===== src/rtl/tick_timer_pkg.sv =====
// Shared register indices and bit positions for the per-core tick timer.
package tick_timer_pkg;
    localparam int ADDR_W = 3;
    localparam int DATA_W = 32;

    typedef enum logic [ADDR_W-1:0] {
        REG_PRESCALE  = 3'd0,
        REG_COUNT_BUF = 3'd1,
        REG_CTRL      = 3'd2,
        REG_STAT      = 3'd3,
        REG_ENABLE    = 3'd4,
        REG_WSTAT     = 3'd5,
        REG_LIVE      = 3'd6
    } reg_idx_e;

    localparam int CTRL_TICK_RUN = 0;
    localparam int CTRL_CNT_RUN  = 1;
    localparam int CTRL_INTERVAL = 2;

    localparam int WS_PRESCALE = 0;
    localparam int WS_COUNT    = 1;
    localparam int WS_CTRL     = 3;

    localparam int LOAD_FLAG = 31;
endpackage


===== src/rtl/tmr_wr_pipe.sv =====
// Delay line for buffered register writes.
// Assumes LAT >= 2. A write captured at edge E comes out valid after edge
// E+LAT-2, so the consumer applies it at edge E+LAT-1, i.e. LAT cycles after
// the bus write is presented.
module tmr_wr_pipe #(
    parameter int LAT = 2,
    parameter int AW  = 3,
    parameter int DW  = 32
) (
    input  logic          clk,
    input  logic          rst_n,
    input  logic          in_valid,
    input  logic [AW-1:0] in_addr,
    input  logic [DW-1:0] in_data,
    output logic          out_valid,
    output logic [AW-1:0] out_addr,
    output logic [DW-1:0] out_data
);
    localparam int STAGES = LAT - 1;

    logic          v_q [STAGES];
    logic [AW-1:0] a_q [STAGES];
    logic [DW-1:0] d_q [STAGES];

    generate
        for (genvar s = 0; s < STAGES; s++) begin : g_stage
            if (s == 0) begin : g_first
                // Capture the incoming write.
                always_ff @(posedge clk) begin
                    if (!rst_n) begin
                        v_q[0] <= 1'b0;
                        a_q[0] <= '0;
                        d_q[0] <= '0;
                    end else begin
                        v_q[0] <= in_valid;
                        a_q[0] <= in_addr;
                        d_q[0] <= in_data;
                    end
                end
            end else begin : g_next
                // Shift the write one stage further.
                always_ff @(posedge clk) begin
                    if (!rst_n) begin
                        v_q[s] <= 1'b0;
                        a_q[s] <= '0;
                        d_q[s] <= '0;
                    end else begin
                        v_q[s] <= v_q[s-1];
                        a_q[s] <= a_q[s-1];
                        d_q[s] <= d_q[s-1];
                    end
                end
            end
        end
    endgenerate

    assign out_valid = v_q[STAGES-1];
    assign out_addr  = a_q[STAGES-1];
    assign out_data  = d_q[STAGES-1];
endmodule


===== src/rtl/tmr_prescaler.sv =====
// Tick prescaler: while run is high, emits a one-cycle tick every limit+1
// cycles. Assumes limit is stable while running. Stopping clears the count.
module tmr_prescaler #(
    parameter int TW = 32
) (
    input  logic          clk,
    input  logic          rst_n,
    input  logic          run,
    input  logic [TW-1:0] limit,
    output logic          tick
);
    logic [TW-1:0] pcnt_q;

    assign tick = run && (pcnt_q == limit);

    // Count cycles up to the limit, then wrap.
    always_ff @(posedge clk) begin
        if (!rst_n || !run) pcnt_q <= '0;
        else if (tick)      pcnt_q <= '0;
        else                pcnt_q <= pcnt_q + 1'b1;
    end
endmodule


===== src/rtl/tmr_event_counter.sv =====
// Down-counter advanced by prescaler ticks. Flags an event on the 1->0
// step. In interval mode it reloads from the buffer; otherwise it stays at 0.
// A direct load has priority over counting.
module tmr_event_counter #(
    parameter int CW = 31
) (
    input  logic          clk,
    input  logic          rst_n,
    input  logic          run,
    input  logic          interval,
    input  logic          tick,
    input  logic          load,
    input  logic [CW-1:0] load_val,
    input  logic [CW-1:0] reload_val,
    output logic [CW-1:0] cnt,
    output logic          evt
);
    localparam logic [CW-1:0] ONE = CW'(1);

    logic          step;
    logic [CW-1:0] cnt_q;

    assign step = run && tick;
    assign evt  = step && (cnt_q == ONE);
    assign cnt  = cnt_q;

    // Load, decrement, reload or hold the live count.
    always_ff @(posedge clk) begin
        if (!rst_n)               cnt_q <= '0;
        else if (load)            cnt_q <= load_val;
        else if (step) begin
            if (cnt_q <= ONE)     cnt_q <= interval ? reload_val : '0;
            else                  cnt_q <= cnt_q - 1'b1;
        end
    end
endmodule


===== src/rtl/core_tick_timer.sv =====
// Per-core interval tick timer: register file, buffered-write pipeline,
// prescaler and event counter. Assumes a single writer; reads are
// combinational.
module core_tick_timer
    import tick_timer_pkg::*;
#(
    parameter int WR_LAT = 2,
    parameter int TICK_W = 32,
    parameter int CNT_W  = 31
) (
    input  logic              clk,
    input  logic              rst_n,
    input  logic              wr_en,
    input  logic [ADDR_W-1:0] wr_addr,
    input  logic [DATA_W-1:0] wr_data,
    input  logic [ADDR_W-1:0] rd_addr,
    output logic [DATA_W-1:0] rd_data,
    output logic              irq_o
);
    logic [TICK_W-1:0] prescale_q;
    logic [CNT_W-1:0]  cbuf_q;
    logic [2:0]        ctrl_q;
    logic              stat_q;
    logic              en_q;
    logic [3:0]        wstat_q;

    logic              buf_wr;
    logic              ap_v;
    logic [ADDR_W-1:0] ap_a;
    logic [DATA_W-1:0] ap_d;
    logic              tick_w;
    logic              evt_w;
    logic              load_w;
    logic [CNT_W-1:0]  live_w;
    logic [3:0]        ws_set;
    logic [3:0]        ws_clr;
    logic              st_clr;

    assign buf_wr = wr_en && (wr_addr == REG_PRESCALE || wr_addr == REG_COUNT_BUF
                              || wr_addr == REG_CTRL);

    tmr_wr_pipe #(.LAT(WR_LAT), .AW(ADDR_W), .DW(DATA_W)) i_pipe (
        .clk(clk), .rst_n(rst_n),
        .in_valid(buf_wr), .in_addr(wr_addr), .in_data(wr_data),
        .out_valid(ap_v), .out_addr(ap_a), .out_data(ap_d)
    );

    tmr_prescaler #(.TW(TICK_W)) i_presc (
        .clk(clk), .rst_n(rst_n),
        .run(ctrl_q[CTRL_TICK_RUN]), .limit(prescale_q), .tick(tick_w)
    );

    assign load_w = ap_v && (ap_a == REG_COUNT_BUF) && ap_d[LOAD_FLAG];

    tmr_event_counter #(.CW(CNT_W)) i_cnt (
        .clk(clk), .rst_n(rst_n),
        .run(ctrl_q[CTRL_CNT_RUN]), .interval(ctrl_q[CTRL_INTERVAL]),
        .tick(tick_w), .load(load_w), .load_val(ap_d[CNT_W-1:0]),
        .reload_val(cbuf_q), .cnt(live_w), .evt(evt_w)
    );

    // Decode write-status set and clear masks.
    always_comb begin
        ws_set = '0;
        if (ap_v) begin
            if (ap_a == REG_PRESCALE)  ws_set[WS_PRESCALE] = 1'b1;
            if (ap_a == REG_COUNT_BUF) ws_set[WS_COUNT]    = 1'b1;
            if (ap_a == REG_CTRL)      ws_set[WS_CTRL]     = 1'b1;
        end
        ws_clr = (wr_en && wr_addr == REG_WSTAT) ? wr_data[3:0] : 4'b0;
        st_clr = wr_en && (wr_addr == REG_STAT) && wr_data[0];
    end

    // Apply buffered writes when they leave the pipeline.
    always_ff @(posedge clk) begin
        if (!rst_n) begin
            prescale_q <= '0;
            cbuf_q     <= '0;
            ctrl_q     <= '0;
        end else if (ap_v) begin
            if (ap_a == REG_PRESCALE)  prescale_q <= ap_d[TICK_W-1:0];
            if (ap_a == REG_COUNT_BUF) cbuf_q     <= ap_d[CNT_W-1:0];
            if (ap_a == REG_CTRL)      ctrl_q     <= ap_d[2:0];
        end
    end

    // Direct registers: enable, status and write status.
    always_ff @(posedge clk) begin
        if (!rst_n) begin
            en_q    <= 1'b0;
            stat_q  <= 1'b0;
            wstat_q <= '0;
        end else begin
            if (wr_en && wr_addr == REG_ENABLE) en_q <= wr_data[0];
            stat_q  <= (stat_q && !st_clr) || evt_w;
            wstat_q <= (wstat_q & ~ws_clr) | ws_set;
        end
    end

    assign irq_o = stat_q && en_q;

    // Combinational read mux.
    always_comb begin
        rd_data = '0;
        case (rd_addr)
            REG_PRESCALE:  rd_data = DATA_W'(prescale_q);
            REG_COUNT_BUF: rd_data = DATA_W'(cbuf_q);
            REG_CTRL:      rd_data = DATA_W'(ctrl_q);
            REG_STAT:      rd_data = DATA_W'(stat_q);
            REG_ENABLE:    rd_data = DATA_W'(en_q);
            REG_WSTAT:     rd_data = DATA_W'(wstat_q);
            REG_LIVE:      rd_data = DATA_W'(live_w);
            default:       rd_data = '0;
        endcase
    end
endmodule


===== config.mk =====
export PLATFORM = sky130hd
export DESIGN_NAME = core_tick_timer
export DESIGN_NICKNAME = d
export VERILOG_FILES = /design/src/rtl/tick_timer_pkg.sv /design/src/rtl/tmr_wr_pipe.sv /design/src/rtl/tmr_prescaler.sv /design/src/rtl/tmr_event_counter.sv /design/src/rtl/core_tick_timer.sv
export SDC_FILE = /design/constraint.sdc
export NUM_CORES = 1
export LEC_CHECK = 0
export BUFFER_PORTS_ARGS = -buffer_cell sky130_fd_sc_hd__buf_2
export CAP_MARGIN = 10
export CORE_MARGIN = 8
export CORE_UTILIZATION = 64
export DETAILED_ROUTE_END_ITERATION = 12
export HOLD_SLACK_MARGIN = 0.15
export MAX_ROUTING_LAYER = met4
export PLACE_DENSITY = 0.88
export SYNTH_ARGS = -nofsm -noshare
export SYNTH_HDL_FRONTEND = slang
export SYNTH_SLANG_ARGS = --single-unit

===== constraint.sdc =====
create_clock -name clk -period 8.1 [get_ports clk]
set_input_delay 0.81 -clock clk [delete_from_list [all_inputs] [get_ports clk]]
set_output_delay 0.81 -clock clk [all_outputs]
set_load 0.01 [all_outputs]

# == After elaboration in Yosys (flattened, before gate mapping) ==
# Memory sizes are Yosys's and may differ from the RTL's.
# Index checks and enable logic that the tools add are counted.
# totals
out_inout_bits,33
ram_bits,36
n_memories,3
ff_bits,135
elab_cells,81
inputBits,41
# op_classes
n_lt_le_gt_ge,1
n_eq_ne,15
reduce_logical,30
addsub,2
n_bitwise,3
muxes,19
# mem_list
memory,depth,width,read_ports,rd_clocked_by_memory_dff,write_ports,line,rtl
i_pipe.d_q,1,32,1,0,1,tmr_wr_pipe.sv:23,logic [DW-1:0] d_q [STAGES];
i_pipe.a_q,1,3,1,0,1,tmr_wr_pipe.sv:22,logic [AW-1:0] a_q [STAGES];
i_pipe.v_q,1,1,1,0,1,tmr_wr_pipe.sv:21,logic v_q [STAGES];
# op_table
op,count
$pmux W32 S7,1
$mux W31,4
$add A32 B1 Y32 const B,1
$eq A32 B32 Y1,1
$mux W32,1
$reduce_or A32 Y1,1
$eq A31 B1 Y1 const B,1
$le A31 B1 Y1 const B,1
$sub A31 B1 Y31 const B,1
$eq A3 B2 Y1 const B,5
$eq A3 B3 Y1 const B,5
$logic_and A1 B1 Y1,12
$mux W1,10
$eq A3 B1 Y1 const B,3
$logic_not A3 Y1,3
$reduce_and A2 Y1,3
$and A4 B4 Y4,1
$logic_or A1 B1 Y1,4
$mux W4,1
$not A4 Y4,1
$or A4 B4 Y4,1
$logic_not A1 Y1,3
$mux W3,1
$reduce_or A3 Y1,1
other kinds (4),4

# == Depth between registers and ports, before layout ==
# Gate-level depths: netlist (run 1).
# logic_depth
word_depth,6
depth_mapped,8
mapped_depth_nobuf,8

# == Hierarchy ==
# Synthesis (run 1) repeated with hierarchy kept, for this count alone.
# hier_totals
cells_unflattened,996
area_unflattened_um2,8740.9
# by_module_without_submodules
mod,cells_each,area_each_um2,instances
core_tick_timer,403,3518.4,1
tmr_event_counter,308,2409.8,1
tmr_prescaler,210,1806.7,1
tmr_wr_pipe,75,1006.0,1

# == Worst setup path after synthesis (run 1) ==
# OpenSTA, ideal clock, no wires.
# synth_path
path_kind,in2out
startpoint,in rd_addr[1]
endpoint,out rd_data[10]
slack_ns,5.113
path_buffers,3
stages,7
arrival_time_ns,2.177
t_required_ns,7.290
path_cell_list,clkbuf_1 -> nor2b_1 -> and2_1 -> clkbuf_1 -> clkbuf_1 -> nand2_1 -> o21ai_0
# synth_via
elab_chain_cells,2
# synth_rtl
item,line,rtl
"start, declared",core_tick_timer.sv:16,"input logic [ADDR_W-1:0] rd_addr,"
$eq A3 B3 Y1 (tied with other cells),core_tick_timer.sv:105,case (rd_addr)
$pmux W32 S7 (*),core_tick_timer.sv:105,
"end, declared",core_tick_timer.sv:17,"output logic [DATA_W-1:0] rd_data,"
# Mark *: on every way between the ends. The rest lies on a longest branch, timed or not.

# == Worst setup path after layout (run 1) ==
# layout_path
startpoint,in rd_addr[0]
endpoint,out rd_data[28]
# The elaborated chain is that of the path after synthesis.

==> results.txt, run 1 <==
The H-tree was split into 4 levels. The final setup slack of the worst path is 4660 ps. The power density over the cells is 185 nW/um^2. The pre-CTS worst setup slack came out at 4700 ps. The global-route wire length before repair is between 30 and 40 mm. The maximum count of clock buffers along a single path came out at 2. Once layout is complete, the cells apart from fillers number 1203. From left edge to right edge, the die measures roughly 130 um.

The synthesis-to-finish area growth came out at 12.1%. The overall power came out at 1.74 mW. The final total negative setup slack is 0 ps. The post-cts hold buffer count came out at 0.

The compound-cell area share of the yosys netlist is 13.2%. The shortest clock period the worst path allows after layout is around 3400 ps. After floorplanning, the core was sized to cover 13000 um^2.

The total number of vias is 7362. The aggregate global routing overflow is 0. The pin count of the biggest net entering global routing came out at 112. The wire length per cell is 19.1 um. The number of stages on the worst hold path is 2.

The repair_antennas step left the layout with diodes totalling 0. Traced cell by cell, the critical path runs through buf_2 > buf_4 > nor2b_1 > and2_1 > buf_4 > nand2_1 > o21ai_0 > buf_2. Between clock sinks in the finished design, the worst skew comes to 9.22 ps. Together, buffers and inverters on the worst path number 4. The number of nets with antenna violations after routing came out at 0. The fraction of final layout cells with drive strength greater than 1 came out at 15.7%. The maximum operating frequency came out at 291 MHz. The die covers 17000 um^2. The count of final max-slew check failures is 0. The synthesized cell area is around 8400 um^2. The simple-gate share of the synthesized area is a little under a quarter. Row generation in the floorplan step produced 42 rows.

The wire length reported by the detailed router came out at approximately 23 mm. The total iterations of the first detailed-routing run came out at 8. The switching power of the nets came out at 383 uW. For the worst flop-to-flop path, the logic depth is 6. The number of clock buffers added by TritonCTS is 17. Max-cap violations in this run came to 0. The tightest min-delay check is of the flop to flop type. When the netlist entered floorplanning its net count stood at about 1.0k. The count of buffers added on input and output ports is 73. Summing the areas of all fa, ha and maj instances in the mapped netlist gives less than 1% of the synthesized area.

The xor/xnor share of the synthesized area came out at a little over 9%. In the synthesized netlist, the number of instances is around 1000. Setup repair after global routing left no endpoint under its margin. Clock-pin slew was measured on the worst setup and hold paths at about 60 ps.

The internal power is around 1.4 mW. The library cell used most frequently in the layout, excluding fill and tap cells, is sky130_fd_sc_hd__nand2_1. The run finished with clean final reports. The largest voltage drop on the vdd net is ~130 uV. The critical path depth in cells came out at 8.

The HPWL after detailed placement came out at 14.4 mm. The number of antenna violations at the first check in global routing is 0. Across all hold checks on the routed design, the worst slack comes to 480 ps. The TritonCTS clock tree is built. The global routing usage summed across all routing layers came out at approximately 29%. The hold violation count in the final report is 0. The worst-case hold path end point is wstat_q[2]. The number of post-CTS setup repair buffers came out at 0. In this run, placement finished with an instance count of 1173. The number of global-route vias before repair is 7222. Synthesis inferred 171 register bits. The critical setup path kind is primary input to primary output.

The combinational fraction of design power is about 4.9%. The cell sitting at the root of the clock tree is a sky130_fd_sc_hd__clkbuf_16. The fraction of power consumed by the clock network came out at between 40% and 50%. The cell family with the largest share of critical-path delay is buffers and inverters. The count of endpoints failing setup in the final report is 0. The static leakage came out at 3.42 nW.

The number of gates resized after cts is 0. For this block, the initial DRC count from the detailed router was 881. The mean cell area of the mapped netlist came out at approximately 8.6 um^2.

The die height came out at ~130 um. In this run the critical register-to-register path is launched from i_cnt.cnt[4]. The final net count is about 1.1k. For this design, the sink count on the clock tree is between 150 and 200. In this run the tightest slew margin relative to its limit is 24.1%. The sequential cell fraction of total power came out at 49.7%.

The data required time at the worst endpoint is 7290 ps. At the pin with the least slew margin, the transition time is 1140 ps. The delay contributed by the slowest stage of the critical path is about 400 ps. The worst setup path is launched from a primary input.

Measured against the total synthesized area, the mux share comes to 10.0%. The via density per instance is 6.12. The top-level I/O count came out at 74.

The data arrival time of the critical path came out at 2630 ps. The worst register-to-register path ends at i_cnt.cnt[16]. In the routed design, unresolved DRC markers number 0. The critical path's slowest cell is sky130_fd_sc_hd__and2_1. Leaving out fill and tap cells, the most frequent cells in the layout are sky130_fd_sc_hd__nand2_1 (213), sky130_fd_sc_hd__dfxtp_1 (171), sky130_fd_sc_hd__buf_2 (73).

Across all register-to-register paths, the minimum setup slack is 4780 ps. The worst path uses 42.4% of the clock period. The number of library cell types mapped by synthesis is 46. The worst-skew pair later-pin latency came out at 440 ps.

The Yosys step of the flow raised 0 warnings. The worst setup path is captured at a primary output. The startpoint identified for the worst hold timing path is wstat_q[2]. The proportion of total power due to net switching came out at 22.0%. The sequential area share after synthesis is between 40% and 50%. The congestion estimate from routability-driven global placement came to 0.907. The peak fanout along the critical path came out at 35.

The main combinational cell family by area after synthesis is simple AND/OR/NAND/NOR gates. The effective utilization at floorplan came out at 64.4%.
how the worst max path moves through the flow:
stage | slack [ps] | start | to
after floorplan | 5110 | rd_addr[1] | rd_data[10]
after global placement | 4780 | rd_addr[0] | rd_data[30]
after detailed placement | 4700 | rd_addr[0] | rd_data[28]
after CTS | 4680 | rd_addr[0] | rd_data[28]
after global routing | 4540 | rd_addr[0] | rd_data[28]
final | 4660 | rd_addr[0] | rd_data[28]
flip-flops by register name, indices dropped and copies added (netlist names):
name	count
wstat_q	4
stat_q	1
i_pipe.v_q	1
en_q	1
i_pipe.d_q	32
prescale_q	32
i_pipe.a_q	3
cbuf_q	31
ctrl_q	3
i_cnt.cnt	31
i_presc.pcnt_q	32
synth_stat cells (all sizes together):
master	instances	area [um^2]
nand2	214	806
dfxtp	171	3420
xnor2	65	569
a21boi	63	473
o21ai	61	305
clkbuf	57	214
nor2	50	188
and2	41	257
mux2i	36	360
a22oi	33	248
mux2	31	458
xor2	24	210
nand4	18	113
nor3	16	80.1
nand3	13	65.1
nor2b	11	68.8
nor4	11	68.8
a21oi	7	35.0
or3	7	60.1
buf	6	45.0
or4	6	57.6
and3	5	31.3
inv	5	18.8
and4	4	35.0
nor3b	4	30.0
ha	3	37.5
or2	3	18.8
a211oi	2	15.0
nand2b	2	12.5
a22o	1	8.76
a41oi	1	8.76
mux4	1	22.5
nand3b	1	7.51
nor4b	1	8.76
nor4bb	1	10.0
o31a	1	10.0
o41ai	1	8.76
or3b	1	8.76
layout make-up:
class                      count  area [um^2]
tap                          176          220
sequential                   171         3420
clock buffer                  23          508
fill                         949         3620
timing repair buffer          83          460
multi-input combinational    739         4720
inverter                       5         18.8
clock inverter                 6         62.6
logic make-up (layout without fill, tap and decap cells):
kind of cell | count (synthesis) | count (layout)
adders and majority gates | 3 | 3
buffers and inverters | 68 | 117
xor gates and xnor gates | 89 | 89
AOI/OAI and AO/OA | 170 | 170
DFF | 171 | 171
muxes | 68 | 68
and+or+nand+nor | 409 | 409
power by group through the flow:
| stage | Sequential [mW] | Clock, mW | Combinational, mW |
|---|---|---|---|
| global placement | 0.884 | 0 | 0.0812 |
| CTS | 0.865 | 0.790 | 0.0838 |
| detailed placement | 0.884 | 0 | 0.0832 |
| finish | 0.866 | 0.790 | 0.0855 |
| global route | 0.867 | 0.822 | 0.0908 |
| floorplan | 0.879 | 0 | 0.0587 |
routing by layer:
| metal | wire length [um] | GRT usage, % |
|---|---|---|
| met1 | 9430 | 34.8 |
| met2 | 10800 | 44.6 |
| met3 | 1820 | 6.33 |
| met4 | 890 | 14.5 |
| met5 | 0 | - |
through the flow:
| step | util [%] | cell area, um^2 |
|---|---|---|
| floorplan | - | 8400 |
| global placement | 67.7 | 8820 |
| detailed placement | 67.7 | 8820 |
| CTS | 72.0 | 9390 |
| global route | 72.3 | 9420 |
| finish | 72.3 | 9420 |
worst min-delay path: stages (launching register included):
cell                      delay (ps)
sky130_fd_sc_hd__dfxtp_1         340
sky130_fd_sc_hd__nand2_1          70
sky130_fd_sc_hd__a21oi_1          40
No activity file was read; power rests on OpenSTA's default activity.
==> run 2: changes to the inputs <==
CORE_UTILIZATION = 54   (was 64)
PLACE_DENSITY = 0.79   (was 0.88)
clock period = 2.8 ns   (was 8.1 ns; I/O delays follow)
==> results.txt, run 2 (synthesis results as in run 1) <==
Status: complete, no violations (unchanged). The pin count of the biggest net entering global routing came out at 106 (was 112). The top-level I/O count is 74 (unchanged). The number of nets with antenna violations after routing is 0 (unchanged). The port buffer count was 73 (unchanged). The most common cell after layout, fill and taps aside is sky130_fd_sc_hd__nand2_1 (unchanged).

The remaining design rule violation count is 0 (unchanged). The via density per instance came out at 5.80 (was 6.12). The pre-CTS worst setup slack is 7.18 ps (was 4700 ps). The cell row count came out at 45 (was 42). Most frequent cells in the layout: sky130_fd_sc_hd__nand2_1 (213), sky130_fd_sc_hd__dfxtp_1 (171), sky130_fd_sc_hd__buf_2 (73) (unchanged). The cell family with the largest share of critical-path delay is simple AND/OR/NAND/NOR gates (was buffers and inverters). The clock slew seen by the registers of the worst setup and hold paths came out at 60 ps (about the same). The data arrival time of the critical path is 3160 ps (was 2630 ps). The die height came out at 141 um (was 131 um). Unrepaired setup endpoints after global routing: true (was false).

The worst hold slack is 164 ps (was 480 ps). The kind of start point of the critical path is a flop (was primary input). The wire length per cell came to 18.0 um (was 19.1 um). The kind of capture point of the worst setup path was a flop (was primary output). The total number of vias is 7437 (was 7362).

The hold violation count in the final report was 0 (unchanged). The global-route wire length before repair came out at 37.9 mm (was 37.1 mm). The slew at the pin closest to its max-slew limit was 872 ps (was 1140 ps). The post-placement cell count came out at 1216 (was 1173). The static leakage came out at 3.74 nW (was 3.42 nW). The number of DRC violations after detailed-routing iteration 0 is 702 (was 881). The headroom to the max-slew limit came to 41.9% (was 24.1%). The effective utilization at floorplan came out at 55.2% (was 64.4%). The HPWL after detailed placement is 15.7 mm (was 14.4 mm). The critical setup path kind is flop to flop (was primary input to primary output). The maximum operating frequency came out at 357 MHz. The delay contributed by the slowest stage of the critical path is 550 ps (was 400 ps). The number of antenna violations at the first check in global routing is 0 (unchanged). The final setup slack of the worst path is 2.75 ps (was 4660 ps). The data required time at the worst endpoint came to 3160 ps (was 7290 ps).

The number of post-CTS setup repair buffers came out at 0 (unchanged). The final net count came to 1127 (was 1061). The peak fanout along the critical path is 20 (was 35). The count of endpoints failing setup in the final report is 0 (unchanged).

The count of final max-slew check failures came out at 0 (unchanged). The number of global-route vias before repair is 7328 (was 7222). The H-tree depth is 4 (unchanged). The largest voltage drop on the vdd net came out at 428 uV (was 131 uV). The total iterations of the first detailed-routing run is 5 (was 8). The fraction of final layout cells with drive strength greater than 1 came out at 17.4% (was 15.7%). The synthesis-to-finish area growth came to 19.6% (was 12.1%). The worst-skew pair later-pin latency was 440 ps (about the same). The final weighted congestion in routability-driven placement came out at 0.907 (about the same). The overall die area is 19800 um^2 (was 17000 um^2).

The wire length reported by the detailed router came out at 23.0 mm (was 22.9 mm). The final total negative setup slack was 0 ps (unchanged). The critical path's slowest cell was sky130_fd_sc_hd__or4_4 (was sky130_fd_sc_hd__and2_1). CP Cell Sequence: or4_4 > or3_4 > or4_4 > or3_4 > buf_12 > mux2_4 > o21ai_1 (was buf_2 > buf_4 > nor2b_1 > and2_1 > buf_4 > nand2_1 > o21ai_0 > buf_2). The shortest clock period the worst path allows after layout is 2800 ps.

The TritonCTS sink count came out at 171 (unchanged). The die extent in x is 141 um (was 131 um). The count of buffer and inverter cells on the critical path came out at 1 (was 4). The placeable core area is 15200 um^2 (was 13000 um^2).

The reported max-cap violation count is 0 (unchanged). The power density over the cells came to 513 nW/um^2 (was 185 nW/um^2). Dividing the final minimum period by the clock period gives 99.9%. The final standard cell count with taps included and fillers excluded is 1283 (was 1203).

Top Registers: i_pipe.d_q (32), i_presc.pcnt_q (32), prescale_q (32) (unchanged). The total clock buffers created by CTS was 17 (unchanged). The count of antenna diodes in the layout is 0 (unchanged).

The worst hold-check path type is primary input to flop (was flop to flop). The global routing usage summed across all routing layers was 24.5% (was 28.8%). The TritonCTS clock tree is built (unchanged). The fill cell instance count of the final layout is 1226 (was 949). The worst clock skew came out at 7.68 ps (was 9.22 ps). The clock root buffer master is sky130_fd_sc_hd__clkbuf_16 (unchanged). The aggregate global routing overflow came to 0 (unchanged). The maximum count of clock buffers along a single path came to 2 (unchanged).
## run 2: cell types whose count changed in the layout (fill, tap and decap cells not counted), moves of 2 or more
cell / previous run / this run
sky130_fd_sc_hd__buf_12: 0 / 2
sky130_fd_sc_hd__clkbuf_1: 0 / 3
sky130_fd_sc_hd__dlygate4sd3_1: 0 / 36
sky130_fd_sc_hd__buf_4: 9 / 37
## run 2: final cells by class
type	count	area, um^2	area share (%)
Clock inverter	6	85.1	0.847
Multi-Input combinational cell	739	4720	47.0
Sequential cell	171	3420	34.1
Clock buffer	25	505	5.03
Timing Repair Buffer	149	1050	10.5
Inverter	5	18.8	0.187
Tap cell	188	235	2.34
## run 2: timing repair
item	in CTS	in global routing
endpoints found under the setup margin	3	29
resized for setup	1	0
hold buffers	36	0
hold endpoints to repair	37	0
## run 2: stage by stage
step	cell area (um^2)	power, mW	util [%]
after floorplan	8400	2.71	-
after global routing	10000	5.29	66.1
after global placement	9090	2.80	59.8
final	10000	5.16	66.1
after CTS	10000	5.16	66.1
after detailed placement	9090	2.80	59.8
## run 2: worst register-to-register path, cell delays in order (launching register included)
cell and delay (ps):
sky130_fd_sc_hd__dfxtp_1 310, sky130_fd_sc_hd__or4_4 550, sky130_fd_sc_hd__or3_4 380, sky130_fd_sc_hd__or4_4 480, sky130_fd_sc_hd__or3_4 370, sky130_fd_sc_hd__buf_12 190, sky130_fd_sc_hd__mux2_4 320, sky130_fd_sc_hd__o21ai_1 120
## run 2: path summary, 6_finish.rpt
kind                               startpoint       endpoint  slack [ps]  cells after the start
worst max-delay path            i_cnt.cnt[21]  i_cnt.cnt[22]           3                      7
worst min-delay path                    rst_n      cbuf_q[8]         160                      2
worst max register to register  i_cnt.cnt[21]  i_cnt.cnt[22]           3                      7
worst min register to register     wstat_q[2]     wstat_q[2]         460                      2
## run 2: where the power goes
part / internal, mW / switching, mW
sequential: 2.47 / 0.0380
combinational: 0.152 / 0.136
clock: 1.42 / 0.938
## run 2: metal layers
metal | vias to the layer above | wire [um] | global-route usage, %
li1 | 3534 | - | -
met1 | 3548 | 9970 | 29.7
met2 | 301 | 10900 | 39.5
met3 | 54 | 1550 | 4.76
met4 | 0 | 657 | 10.2
met5 | - | 0 | -
==> run 3: changes to the inputs <==
CORE_UTILIZATION = 60   (was 54)
PLACE_DENSITY = 0.83   (was 0.79)
SETUP_SLACK_MARGIN = 0.05   (was unset)
clock period = 2.96 ns   (was 2.8 ns; I/O delays follow)
==> results.txt, run 3 (synthesis results as in run 1) <==
The shortest clock period the worst path allows after layout was 2880 ps (was 2800 ps). The count of antenna diodes in the layout came out at 0 (unchanged). The number of DRC violations after detailed-routing iteration 0 is 637 (was 702).

The critical setup path kind is flop to flop (unchanged). The final total negative setup slack is 0 ps (unchanged). The critical path's slowest cell was sky130_fd_sc_hd__or4_4 (unchanged).

The slew at the pin closest to its max-slew limit came to 872 ps (about the same). Most frequent cells in the layout: sky130_fd_sc_hd__nand2_1 (213), sky130_fd_sc_hd__dfxtp_1 (171), sky130_fd_sc_hd__buf_2 (73) (unchanged). The peak fanout along the critical path is 9 (was 20). The cell row count came out at 43 (was 45). The worst-skew pair later-pin latency came out at 440 ps (about the same).

The worst hold slack came to 297 ps (was 164 ps). Unrepaired setup endpoints after global routing: true (unchanged). The synthesis-to-finish area growth came to 19.2% (was 19.6%).

The overall die area is 18000 um^2 (was 19800 um^2). The wire length reported by the detailed router came out at 23.4 mm (was 23.0 mm). The die height came out at 134 um (was 141 um). The final weighted congestion in routability-driven placement came out at 0.897 (was 0.907). The static leakage is 3.71 nW (was 3.74 nW).

Top Registers: i_pipe.d_q (32), i_presc.pcnt_q (32), prescale_q (32) (unchanged). The global routing usage summed across all routing layers is 26.8% (was 24.5%). The switching power of the nets is 1.10 mW (was 1.11 mW). The clock slew seen by the registers of the worst setup and hold paths came out at 70 ps (was 60 ps).

The H-tree depth is 4 (unchanged). The kind of start point of the critical path is a flop (unchanged). The pin count of the biggest net entering global routing came out at 75 (was 106). The kind of capture point of the worst setup path is a flop (unchanged). The port buffer count came out at 73 (unchanged). The via density per instance came out at 5.90 (was 5.80).

The remaining design rule violation count is 0 (unchanged). The total clock buffers created by CTS is 17 (unchanged). The total iterations of the first detailed-routing run is 5 (unchanged). The number of nets with antenna violations after routing is 0 (unchanged).

The wire length per cell came out at 18.5 um (was 18.0 um). Status: complete, no violations (unchanged). The global-route wire length before repair came out at 37.3 mm (was 37.9 mm). The top-level I/O count is 74 (unchanged).

The placeable core area was 13800 um^2 (was 15200 um^2). The pre-CTS worst setup slack is 66.9 ps (was 7.18 ps). The count of buffer and inverter cells on the critical path was 1 (unchanged).

The fraction of power consumed by the clock network was 46.1% (was 45.8%). The hold violation count in the final report is 0 (unchanged). The final net count came to 1120 (was 1127).

The combinational fraction of design power is 5.6% (about the same). The delay contributed by the slowest stage of the critical path is 570 ps (was 550 ps). The most common cell after layout, fill and taps aside is sky130_fd_sc_hd__nand2_1 (unchanged).

The data arrival time of the critical path came out at 3240 ps (was 3160 ps). The number of gates resized after cts is 0 (was 1). The die extent in x is 134 um (was 141 um). The headroom to the max-slew limit came to 41.9% (about the same). The reported max-cap violation count is 0 (unchanged). The count of endpoints failing setup in the final report is 0 (unchanged).

The largest voltage drop on the vdd net was 493 uV (was 428 uV). The TritonCTS clock tree is built (unchanged). The final setup slack of the worst path is 76.6 ps (was 2.75 ps). The TritonCTS sink count is 171 (unchanged). The total number of vias came out at 7489 (was 7437). The worst hold-check path type is primary input to flop (unchanged).

The internal power is 3.81 mW (was 4.04 mW). The proportion of total power due to net switching was 22.4% (was 21.6%). The maximum count of clock buffers along a single path is 2 (unchanged). The count of final max-slew check failures was 0 (unchanged). The fill cell instance count of the final layout came out at 1071 (was 1226). The HPWL after detailed placement is 15.4 mm (was 15.7 mm). The number of antenna violations at the first check in global routing came out at 0 (unchanged). The fraction of final layout cells with drive strength greater than 1 is 17.0% (was 17.4%). The number of global-route vias before repair came out at 7384 (was 7328).

CP Cell Sequence: or4_4 > or3_4 > or4_4 > or3_4 > buf_12 > mux2_4 > o21ai_1 (unchanged). The effective utilization at floorplan is 61.0% (was 55.2%). The power density over the cells is 491 nW/um^2 (was 513 nW/um^2). The worst clock skew is 14.2 ps (was 7.68 ps). The clock root buffer master is sky130_fd_sc_hd__clkbuf_16 (unchanged). The minimum setup slack among reg-to-reg paths was 80 ps (was 3 ps). The sequential cell fraction of total power came out at 48.2% (was 48.6%). The maximum operating frequency is 347 MHz (was 357 MHz). The data required time at the worst endpoint came out at 3320 ps (was 3160 ps). The aggregate global routing overflow is 0 (unchanged). The final period utilization is 97.4% (was 99.9%). The cell family with the largest share of critical-path delay is simple AND/OR/NAND/NOR gates (unchanged).
-- run 3: power groups by stage --
stage	Clock, mW	Combinational [mW]	Sequential, mW
after floorplan	0	0.161	2.41
after global placement	0	0.225	2.42
after detailed placement	0	0.229	2.42
after CTS	2.28	0.267	2.37
after global routing	2.38	0.293	2.37
final	2.27	0.276	2.37
-- run 3: layout make-up --
cell class / count / area, um^2 / share of cell area (%)
multi-input combinational: 739 / 4720 / 47.2
inverter: 5 / 18.8 / 0.188
clock buffer: 23 / 488 / 4.88
clock inverter: 9 / 111 / 1.11
timing repair buffer: 142 / 1020 / 10.2
sequential: 171 / 3420 / 34.2
tap: 180 / 225 / 2.25
-- run 3: worst reg2reg max path, cell delays in order (launching register included) --
cell and delay, ps:
sky130_fd_sc_hd__dfxtp_1 320, sky130_fd_sc_hd__or4_4 570, sky130_fd_sc_hd__or3_4 380, sky130_fd_sc_hd__or4_4 540, sky130_fd_sc_hd__or3_4 400, sky130_fd_sc_hd__buf_12 170, sky130_fd_sc_hd__mux2_4 300, sky130_fd_sc_hd__o21ai_1 140
-- run 3: final timing paths --
kind	startpoint	end	cells past startpoint
worst max-delay path	i_cnt.cnt[14]	i_cnt.cnt[0]	7
worst min-delay path	wr_en	wstat_q[2]	4
worst max register to register	i_cnt.cnt[14]	i_cnt.cnt[0]	7
worst min register to register	wstat_q[2]	wstat_q[2]	2
-- run 3: repair_timing --
action | 4_1_cts | 5_1_grt
hold buffers | 36 | 0
setup endpoints to repair | 3 | 15
hold endpoints to repair | 37 | 0
pin swaps | 1 | 0
setup buffers | 0 | 2
gates cloned | 0 | 1
-- run 3: metrics by stage --
step,instances,area (um^2),utilization [%],power [mW]
6_report,1269,10000,72.6,4.91
5_1_grt,1269,10000,72.6,5.05
4_1_cts,1266,9970,72.4,4.91
3_5_place_dp,1198,9010,65.4,2.65
3_3_place_gp,1198,9010,65.4,2.65
2_1_floorplan,978,8400,-,2.57
-- run 3: routing by layer --
metal  GRT usage [%]  vias to the layer above  part of all wire (%)
met2            42.7                      352                    48
met1            31.8                     3549                    41
li1                -                     3525                     -
met3            5.20                       63                   7.9
met4            13.5                        0                   3.3
met5               -                        -                     0
